===== src/rtl/shc_pkg.sv =====
package shc_pkg;
  typedef enum logic [1:0] {
    SK_LSL = 2'b00,
    SK_LSR = 2'b01,
    SK_ASR = 2'b10,
    SK_ROR = 2'b11
  } shift_kind_e;
endpackage


===== src/rtl/shc_amt_class.sv =====
module shc_amt_class #(
  parameter int WIDTH    = 32,
  parameter int AMT_BITS = 8,
  localparam int LOG2    = $clog2(WIDTH)
) (
  input  logic [AMT_BITS-1:0] amt_i,
  output logic                is_zero_o,
  output logic                is_full_o,
  output logic                is_over_o,
  output logic [LOG2-1:0]     low_o
);
  localparam logic [AMT_BITS-1:0] FULL = AMT_BITS'(WIDTH);

  always_comb begin
    is_zero_o = (amt_i == '0);
    is_full_o = (amt_i == FULL);
    is_over_o = (amt_i > FULL);
    low_o     = amt_i[LOG2-1:0];
  end
endmodule


===== src/rtl/shc_barrel.sv =====
module shc_barrel
  import shc_pkg::*;
#(
  parameter int WIDTH = 32,
  localparam int LOG2 = $clog2(WIDTH)
) (
  input  logic [WIDTH-1:0] data_i,
  input  logic [LOG2-1:0]  dist_i,
  input  shift_kind_e      kind_i,
  output logic [WIDTH-1:0] data_o
);
  logic             rev;
  logic             rot;
  logic             fill;
  logic [WIDTH-1:0] src;
  logic [WIDTH-1:0] stg [0:LOG2];

  assign rev  = (kind_i == SK_LSL);
  assign rot  = (kind_i == SK_ROR);
  assign fill = (kind_i == SK_ASR) ? data_i[WIDTH-1] : 1'b0;

  // Left shifts reuse the right-shifting stages on a bit-reversed word.
  for (genvar b = 0; b < WIDTH; b++) begin : g_rev_in
    assign src[b] = rev ? data_i[WIDTH-1-b] : data_i[b];
  end

  assign stg[0] = src;

  for (genvar s = 0; s < LOG2; s++) begin : g_stage
    localparam int D = 1 << s;
    logic [WIDTH-1:0] moved;
    assign moved = rot ? {stg[s][D-1:0], stg[s][WIDTH-1:D]}
                       : {{D{fill}}, stg[s][WIDTH-1:D]};
    assign stg[s+1] = dist_i[s] ? moved : stg[s];
  end

  for (genvar b = 0; b < WIDTH; b++) begin : g_rev_out
    assign data_o[b] = rev ? stg[LOG2][WIDTH-1-b] : stg[LOG2][b];
  end
endmodule


===== src/rtl/shc_carry_sel.sv =====
module shc_carry_sel
  import shc_pkg::*;
#(
  parameter int WIDTH = 32,
  localparam int LOG2 = $clog2(WIDTH)
) (
  input  logic [WIDTH-1:0] data_i,
  input  shift_kind_e      kind_i,
  input  logic             is_zero_i,
  input  logic             is_full_i,
  input  logic             is_over_i,
  input  logic [LOG2-1:0]  low_i,
  input  logic             carry_i,
  output logic             carry_o
);
  logic [LOG2:0]   left_diff;
  logic [LOG2-1:0] left_idx;
  logic [LOG2-1:0] right_idx;

  // Last bit out: position WIDTH-n for left moves, n-1 for right moves.
  assign left_diff = (LOG2+1)'(WIDTH) - {1'b0, low_i};
  assign left_idx  = left_diff[LOG2-1:0];
  assign right_idx = low_i - 1'b1;

  always_comb begin
    carry_o = carry_i;
    if (!is_zero_i) begin
      unique case (kind_i)
        SK_LSL: carry_o = is_over_i ? 1'b0 :
                          is_full_i ? data_i[0] : data_i[left_idx];
        SK_LSR: carry_o = is_over_i ? 1'b0 :
                          is_full_i ? data_i[WIDTH-1] : data_i[right_idx];
        SK_ASR: carry_o = (is_full_i || is_over_i) ? data_i[WIDTH-1]
                                                   : data_i[right_idx];
        SK_ROR: carry_o = (low_i == '0) ? data_i[WIDTH-1] : data_i[right_idx];
        default: carry_o = carry_i;
      endcase
    end
  end
endmodule


===== src/rtl/reg_shift_carry.sv =====
module reg_shift_carry
  import shc_pkg::*;
#(
  parameter int WIDTH    = 32,
  parameter int REG_W    = 32,
  parameter int AMT_BITS = 8,
  localparam int LOG2    = $clog2(WIDTH)
) (
  input  logic [WIDTH-1:0] operand_i,
  input  logic [REG_W-1:0] dist_reg_i,
  input  logic [1:0]       kind_i,
  input  logic             carry_i,
  output logic [WIDTH-1:0] result_o,
  output logic             carry_o
);
  shift_kind_e         kind;
  logic [AMT_BITS-1:0] amt;
  logic                unused_dist_hi;
  logic                is_zero;
  logic                is_full;
  logic                is_over;
  logic [LOG2-1:0]     low;
  logic [WIDTH-1:0]    barrel_out;

  assign kind           = shift_kind_e'(kind_i);
  assign amt            = dist_reg_i[AMT_BITS-1:0];
  assign unused_dist_hi = ^dist_reg_i[REG_W-1:AMT_BITS];

  shc_amt_class #(.WIDTH(WIDTH), .AMT_BITS(AMT_BITS)) u_class (
    .amt_i     (amt),
    .is_zero_o (is_zero),
    .is_full_o (is_full),
    .is_over_o (is_over),
    .low_o     (low)
  );

  shc_barrel #(.WIDTH(WIDTH)) u_barrel (
    .data_i (operand_i),
    .dist_i (low),
    .kind_i (kind),
    .data_o (barrel_out)
  );

  shc_carry_sel #(.WIDTH(WIDTH)) u_carry (
    .data_i    (operand_i),
    .kind_i    (kind),
    .is_zero_i (is_zero),
    .is_full_i (is_full),
    .is_over_i (is_over),
    .low_i     (low),
    .carry_i   (carry_i),
    .carry_o   (carry_o)
  );

  always_comb begin
    result_o = barrel_out;
    if (is_zero) begin
      result_o = operand_i;
    end else if (is_full || is_over) begin
      unique case (kind)
        SK_LSL, SK_LSR: result_o = '0;
        SK_ASR:         result_o = {WIDTH{operand_i[WIDTH-1]}};
        default:        result_o = barrel_out;
      endcase
    end
  end
endmodule


===== config.mk =====
export PLATFORM = sky130hd
export DESIGN_NAME = reg_shift_carry
export DESIGN_NICKNAME = d
export VERILOG_FILES = /design/src/rtl/shc_pkg.sv /design/src/rtl/shc_amt_class.sv /design/src/rtl/shc_barrel.sv /design/src/rtl/shc_carry_sel.sv /design/src/rtl/reg_shift_carry.sv
export SDC_FILE = /design/constraint.sdc
export NUM_CORES = 1
export LEC_CHECK = 0
export CAP_MARGIN = 40
export CORE_MARGIN = 1
export CORE_UTILIZATION = 48
export DETAILED_ROUTE_END_ITERATION = 10
export GPL_TIMING_DRIVEN = 0
export PLACE_DENSITY = 0.82
export SETUP_SLACK_MARGIN = 0.3
export SYNTH_ARGS = -nofsm -noshare
export SYNTH_HDL_FRONTEND = slang
export SYNTH_SLANG_ARGS = --single-unit

===== constraint.sdc =====
create_clock -name vclk -period 4.7
set_clock_uncertainty 0.15 [all_clocks]
set_input_delay 0.94 -clock vclk [all_inputs]
set_output_delay 0.94 -clock vclk [all_outputs]
set_load 0.02 [all_outputs]

# Word level (Yosys, flattened, before mapping)
# Index checks and enable logic that the tools add are counted.
[op_classes] n_reduce_logical=5 muxes=90 magnitude_cmp=3 eq_ne=4 n_addsub=2
[op_table] cell="$mux W32" n=12
[op_table] cell="$mux W1" n=74
[op_table] cell="$pmux W32 S2" n=1
[op_table] cell="$lt A5 B6 Y1 const B" n=2
[op_table] cell="$bmux W1 S5" n=2
[op_table] cell="$eq A8 B6 Y1 const B" n=1
[op_table] cell="$gt A8 B6 Y1 const B" n=1
[op_table] cell="$logic_not A8 Y1" n=1
[op_table] cell="$logic_not A5 Y1" n=1
[op_table] cell="$sub A1 B5 Y5 const A" n=1
[op_table] cell="$sub A5 B1 Y5 const B" n=1
[op_table] cell="$eq A2 B2 Y1 const B" n=2
[op_table] cell="$pmux W1 S4" n=1
[op_table] cell="$eq A2 B1 Y1 const B" n=1
[op_table] cell="$logic_not A2 Y1" n=1
[op_table] cell="$reduce_or A2 Y1" n=1
[op_table] cell="$logic_or A1 B1 Y1" n=1
[totals] reg_bits=0 input_bits=67 wordCells=104 output_inout_bits=33

# Depth between registers and ports, before layout
[logic_depth] ltp_word=16 mapped_depth=12 depth_no_buf=10

# Cells and area by module
# From an unflattened synthesis, not the netlist that was laid out.
[hier_totals] hier_cells=538 area_unflattened_um2=4488.1
[by_module_without_submodules] module="shc_barrel" area_per_inst_um2=3255.6 seq_area_each_um2=0.0 instances=1 cells_each=415
[by_module_without_submodules] module="shc_carry_sel" area_per_inst_um2=706.9 seq_area_each_um2=0.0 instances=1 cells_each=64
[by_module_without_submodules] module="reg_shift_carry" area_per_inst_um2=444.2 seq_area_each_um2=0.0 instances=1 cells_each=47
[by_module_without_submodules] module="shc_amt_class" area_per_inst_um2=81.3 seq_area_each_um2=0.0 instances=1 cells_each=12

# Least setup slack after synthesis
# Ideal clock, no wire load.
[synth_timing] path_type="input -> output" from="in dist_reg_i[1]" to="out carry_o" arrival_time_ns=3.804 path_buffers=4 cell_stages=12 slack_ns=-0.194 required_time_ns=3.610 cell_sequence="clkbuf_1 inv_2 buf_2 ha_1 buf_1 clkbuf_1 mux4_2 mux4_2 mux2i_1 nor2_1 a311oi_1 a21oi_1"
[synth_between] elab_chain_cells=7 word_cells_on_any_way=19 cone_classes="2 x add/sub; 1 x order compare; 1 x eq/ne; 12 x mux; 3 x reduce/logical"
[synth_rtl] element="from (decl)" line_no="reg_shift_carry.sv:10" source="input logic [REG_W-1:0] dist_reg_i,"
[synth_rtl] element="$sub A5 B1 Y5 or $sub A1 B5 Y5 (tied branches)" line_no="shc_carry_sel.sv:23, shc_carry_sel.sv:21"
[synth_rtl] element="$bmux W1 S5 (on tied branches)"
[synth_rtl] element="$mux W1 (on tied branches)"
[synth_rtl] element="$mux W1 (on tied branches)" line_no="shc_carry_sel.sv:32, shc_carry_sel.sv:30"
[synth_rtl] element="$mux W1 (on tied branches)" line_no="shc_carry_sel.sv:31, shc_carry_sel.sv:29"
[synth_rtl] element="$pmux W1 S4" line_no="shc_carry_sel.sv:28" source="unique case (kind_i)"
[synth_rtl] element="$mux W1 *" line_no="shc_carry_sel.sv:27" source="if (!is_zero_i) begin"
[synth_rtl] element="to (decl)" line_no="reg_shift_carry.sv:14" source="output logic carry_o"
# Every way passes the cells marked *; elsewhere a longest branch is shown, timed or not. The select of a mux whose other input is x is not followed.

# Final worst setup path
[layout_timing] from="in kind_i[0]" to="out result_o[25]"
[layout_between] elab_chain_cells=16 word_cells_on_any_way=52 cone_classes="3 x eq/ne; 47 x mux; 2 x reduce/logical"
[layout_rtl] element="from (decl)" line_no="reg_shift_carry.sv:11" source="input logic [1:0] kind_i,"
[layout_rtl] element="$logic_not A2 Y1" line_no="shc_barrel.sv:18, reg_shift_carry.sv:60"
[layout_rtl] element="$mux W1" line_no="shc_barrel.sv:24" source="assign src[b] = rev ? data_i[WIDTH-1-b] : data_i[b];"
[layout_rtl] element="$mux W32" line_no="shc_barrel.sv:32" source="assign moved = rot ? {stg[s][D-1:0], stg[s][WIDTH-1:D]}"
[layout_rtl] element="$mux W32" line_no="shc_barrel.sv:34" source="assign stg[s+1] = dist_i[s] ? moved : stg[s];"
[layout_rtl] element="$mux W32" line_no="shc_barrel.sv:32"
[layout_rtl] element="$mux W32" line_no="shc_barrel.sv:34"
[layout_rtl] element="$mux W32" line_no="shc_barrel.sv:32"
[layout_rtl] element="$mux W32" line_no="shc_barrel.sv:34"
[layout_rtl] element="$mux W32" line_no="shc_barrel.sv:32"
[layout_rtl] element="$mux W32" line_no="shc_barrel.sv:34"
[layout_rtl] element="$mux W32" line_no="shc_barrel.sv:32"
[layout_rtl] element="$mux W32" line_no="shc_barrel.sv:34"
[layout_rtl] element="$mux W1" line_no="shc_barrel.sv:38" source="assign data_o[b] = rev ? stg[LOG2][WIDTH-1-b] : stg[LOG2][b];"
[layout_rtl] element="$pmux W32 S2" line_no="reg_shift_carry.sv:60" source="unique case (kind)"
[layout_rtl] element="$mux W32 *" line_no="reg_shift_carry.sv:59" source="end else if (is_full || is_over) begin"
[layout_rtl] element="$mux W32 *" line_no="reg_shift_carry.sv:57" source="if (is_zero) begin"
[layout_rtl] element="to (decl)" line_no="reg_shift_carry.sv:13" source="output logic [WIDTH-1:0] result_o,"
# Every way passes the cells marked *; elsewhere a longest branch is shown, timed or not.

==> results.txt <==
----------------------------------------------------
[Placed design]
  Routability congestion estimate from global placement ... 1.06
  Area post-placement ... 5070 µm²
  Worst setup slack before clock tree synthesis ... -1.11 ns
  Port-buffer cells ... 70
  HPWL after DPL ... 16.0 mm

[Pwr]
  Power density cells ... 160 nW/µm²
  Proportion of power drawn by flip-flops and latches ... 0%
  Share of total power in the clock network ... 0%
  Switch Pwr ... 0.563 mW
  Cell-internal power ... 0.459 mW
  Portion of total power attributed to combinational logic ... 100.0%
  Net Sw Frac ... 55.1%
  Static leakage ... 2.31 nW
  Worst ir drop on vdd ... 0.108 mV

[Timing]
  Unrepaired setup endpoints after global routing ... true
  Hold Fails Final Rpt ... 0
  Relative slew slack ... 25.3%
  Final count of pins violating max slew ... 0
  Final critical path time including I/O delays and setup ... 4.86 ns
  Slew at the pin closest to its max-slew limit ... 1.11 ns
  Final period util ... 103%
  Final setup slack of the worst path ... -0.158 ns
  Upper clock frequency limit ... 206 MHz
  Final hold slack ... 2.45 ns
  Finish-stage setup viols ... 9

[Final layout]
  Layout overhead on the synthesized area ... 57.0%
  Number of clock buffer instances in the layout ... 0
  Area of all sequential standard cells ... 0 µm²
  Final design area excluding fillers ... 6380 µm²
  Net count reported at finish ... 689
  Count of fill cells added during filler insertion ... 526
  Most used cells in the layout excluding fill and tap cells ... 69 x sky130_fd_sc_hd__buf_4, 69 x sky130_fd_sc_hd__mux4_2, 35 x sky130_fd_sc_hd__nor2_1, 31 x sky130_fd_sc_hd__buf_6, 29 x sky130_fd_sc_hd__dlygate4sd2_1
  Antenna Cells ... 0
  Share of layout cells above drive strength 1 ... 55.7%
  Layout sequential cell count ... 0

[Logic synthesis]
  Yosys warning total ... 0
  Yosys top cell area share ... 37.7%
  Post-Syn Instances ... 484
  Top cells by area in the synthesized netlist ... sky130_fd_sc_hd__mux4_2 38%, sky130_fd_sc_hd__mux2i_1 7.1%, sky130_fd_sc_hd__nor2_1 4.8%
  Post-synthesis net count ... 553
  Post-Synthesis Mean Instance Area ... 8.40 µm²
  Synth area leader ... sky130_fd_sc_hd__mux4_2
  Share of the yosys chip area belonging to registers ... 0%
  Yosys cell types ... 63
  Post-synth design cell area ... 4060 µm²

[Floorplanning]
  Total number of placement rows ... 33
  Chip width ... 94.0 µm
  Die area ... 8840 µm²
  Die outline height ... 94.0 µm
  Core Area ... 8220 µm²
  Effective utilization at floorplan ... 49.5%
  Number of I/O pins ... 100

[Setup path]
  Worst setup SP type ... primary input
  Startpoint-to-endpoint class of the critical path ... primary input to primary output
  Req. time, crit path ... 3.61 ns
  Buf+Inv Stages, Crit Path ... 4
  CP peak stage delay ... 0.57 ns
  Biggest fanout along the worst timing path ... 8
  Crit. End Element ... primary output
  Cell chain of the critical path ... buf_12, or2_4, buf_6, buf_12, mux4_2, mux2i_4, mux2i_1, mux4_2, and2_4, o32a_1, buf_6
  Critical path data arrival time ... 3.77 ns
  Slowest stage cell on the critical path ... sky130_fd_sc_hd__mux4_2
  Crit-path leading delay family ... multiplexers

[Route]
  Wire length per cell after detailed routing ... 32.7 µm
  Number of nets still failing antenna checks after routing ... 0
  Final wirelength ... 23.6 mm
  Number of violations reported at the end of detailed-routing iteration 0 ... 1207
  DRC errors left ... 0
  Total number of vias ... 6050
  Avg Vias per Cell ... 8.37
  DRT Pass-1 Iters ... 7

[Status]
  Violated checks ... negative setup slack
  Result of the run ... finished with violations

[Clock network]
  Hold_buf cts ... 0

[Global routing]
  Vias in the first global route ... 5365
  Grt ovf ... 0
  First-pass GRT wire length ... 32.6 mm
  Initial antenna violation count ... 0
  Total routing resource utilization after global routing ... 50.7%
  Largest net degree at the start of global routing ... 11

[Hold path]
  Worst min path class ... primary input to primary output

[Flow run]
  Maxcap violations ... 0

----------------------------------------------------
[kinds of logic (layout without fill, tap and decap cells)]
| kind of cell | after synthesis | count (layout) | share of synthesized area [%] |
|---|---|---|---|
| AO/OA/AOI/OAI | 180 | 180 | 30.1 |
| XOR/XNOR | 4 | 4 | 1.05 |
| adder cells (fa/ha/maj) | 2 | 2 | 0.616 |
| buffers and inverters | 58 | 192 | 6.40 |
| multiplexers | 99 | 99 | 45.8 |
| AND/OR/NAND/NOR | 141 | 141 | 16.0 |
[layer usage]
metal  global-route usage, %  vias up  routed length (µm)
met5                       0        -                   0
met3                    15.6      244                4090
met2                    77.3      791                9700
li1                        -     2286                   -
met1                    65.6     2729                7530
met4                    23.3        0                2310
[cell usage after synthesis (10+ instances only)]
| library cell | number |
|---|---|
| sky130_fd_sc_hd__o21ai_0 | 31 |
| sky130_fd_sc_hd__nor3_1 | 16 |
| sky130_fd_sc_hd__mux4_2 | 68 |
| sky130_fd_sc_hd__nand3_1 | 11 |
| sky130_fd_sc_hd__a22oi_1 | 10 |
| sky130_fd_sc_hd__nand2_1 | 31 |
| sky130_fd_sc_hd__a21oi_1 | 38 |
| sky130_fd_sc_hd__mux2i_1 | 29 |
| sky130_fd_sc_hd__o211ai_1 | 11 |
| sky130_fd_sc_hd__clkbuf_1 | 34 |
| sky130_fd_sc_hd__a31oi_1 | 18 |
| sky130_fd_sc_hd__nor2_1 | 52 |
[through the flow]
step	total power [mW]	TNS [ns]	instances	util, %
3_5_place_dp	0.743	-28.53	659	61.7
3_3_place_gp	0.737	-28.61	659	61.7
2_1_floorplan	0.476	0	484	-
6_report	1.02	-0.475	723	77.7
5_1_grt	1.04	-0.587	723	77.7
4_1_cts	0.854	-0.133	697	70.6
[power by group through the flow]
stage	Sequential [mW]	Combinational (mW)	Clock, mW
2_1_floorplan	0	0.476	0
3_3_place_gp	0	0.737	0
3_5_place_dp	0	0.743	0
4_1_cts	0	0.854	0
5_1_grt	0	1.04	0
6_report	0	1.02	0
[path summary, 6_finish.rpt]
path	from	to	slack (ns)	cells after the start
hold / removal	carry_i	carry_o	2.45	4
setup / recovery	kind_i[0]	result_o[25]	-0.16	11
[area by class of cell]
type	count	area [µm²]	share of cell area, %
plain buffers	49	397	6.22
repair buffers	134	1190	18.6
multi-input cells	426	4620	72.4
well taps	105	131	2.06
inverters	9	46.3	0.725
[what timing repair did]
item | 4_1_cts | 5_1_grt
pin swaps | 35 | 40
resized for setup | 353 | 94
buffers inserted | 37 | 26
gates cloned | 1 | 0
endpoints found under the hold margin | 0 | 0
endpoints found under the setup margin | 33 | 33
No activity file was read; power rests on OpenSTA's default activity.
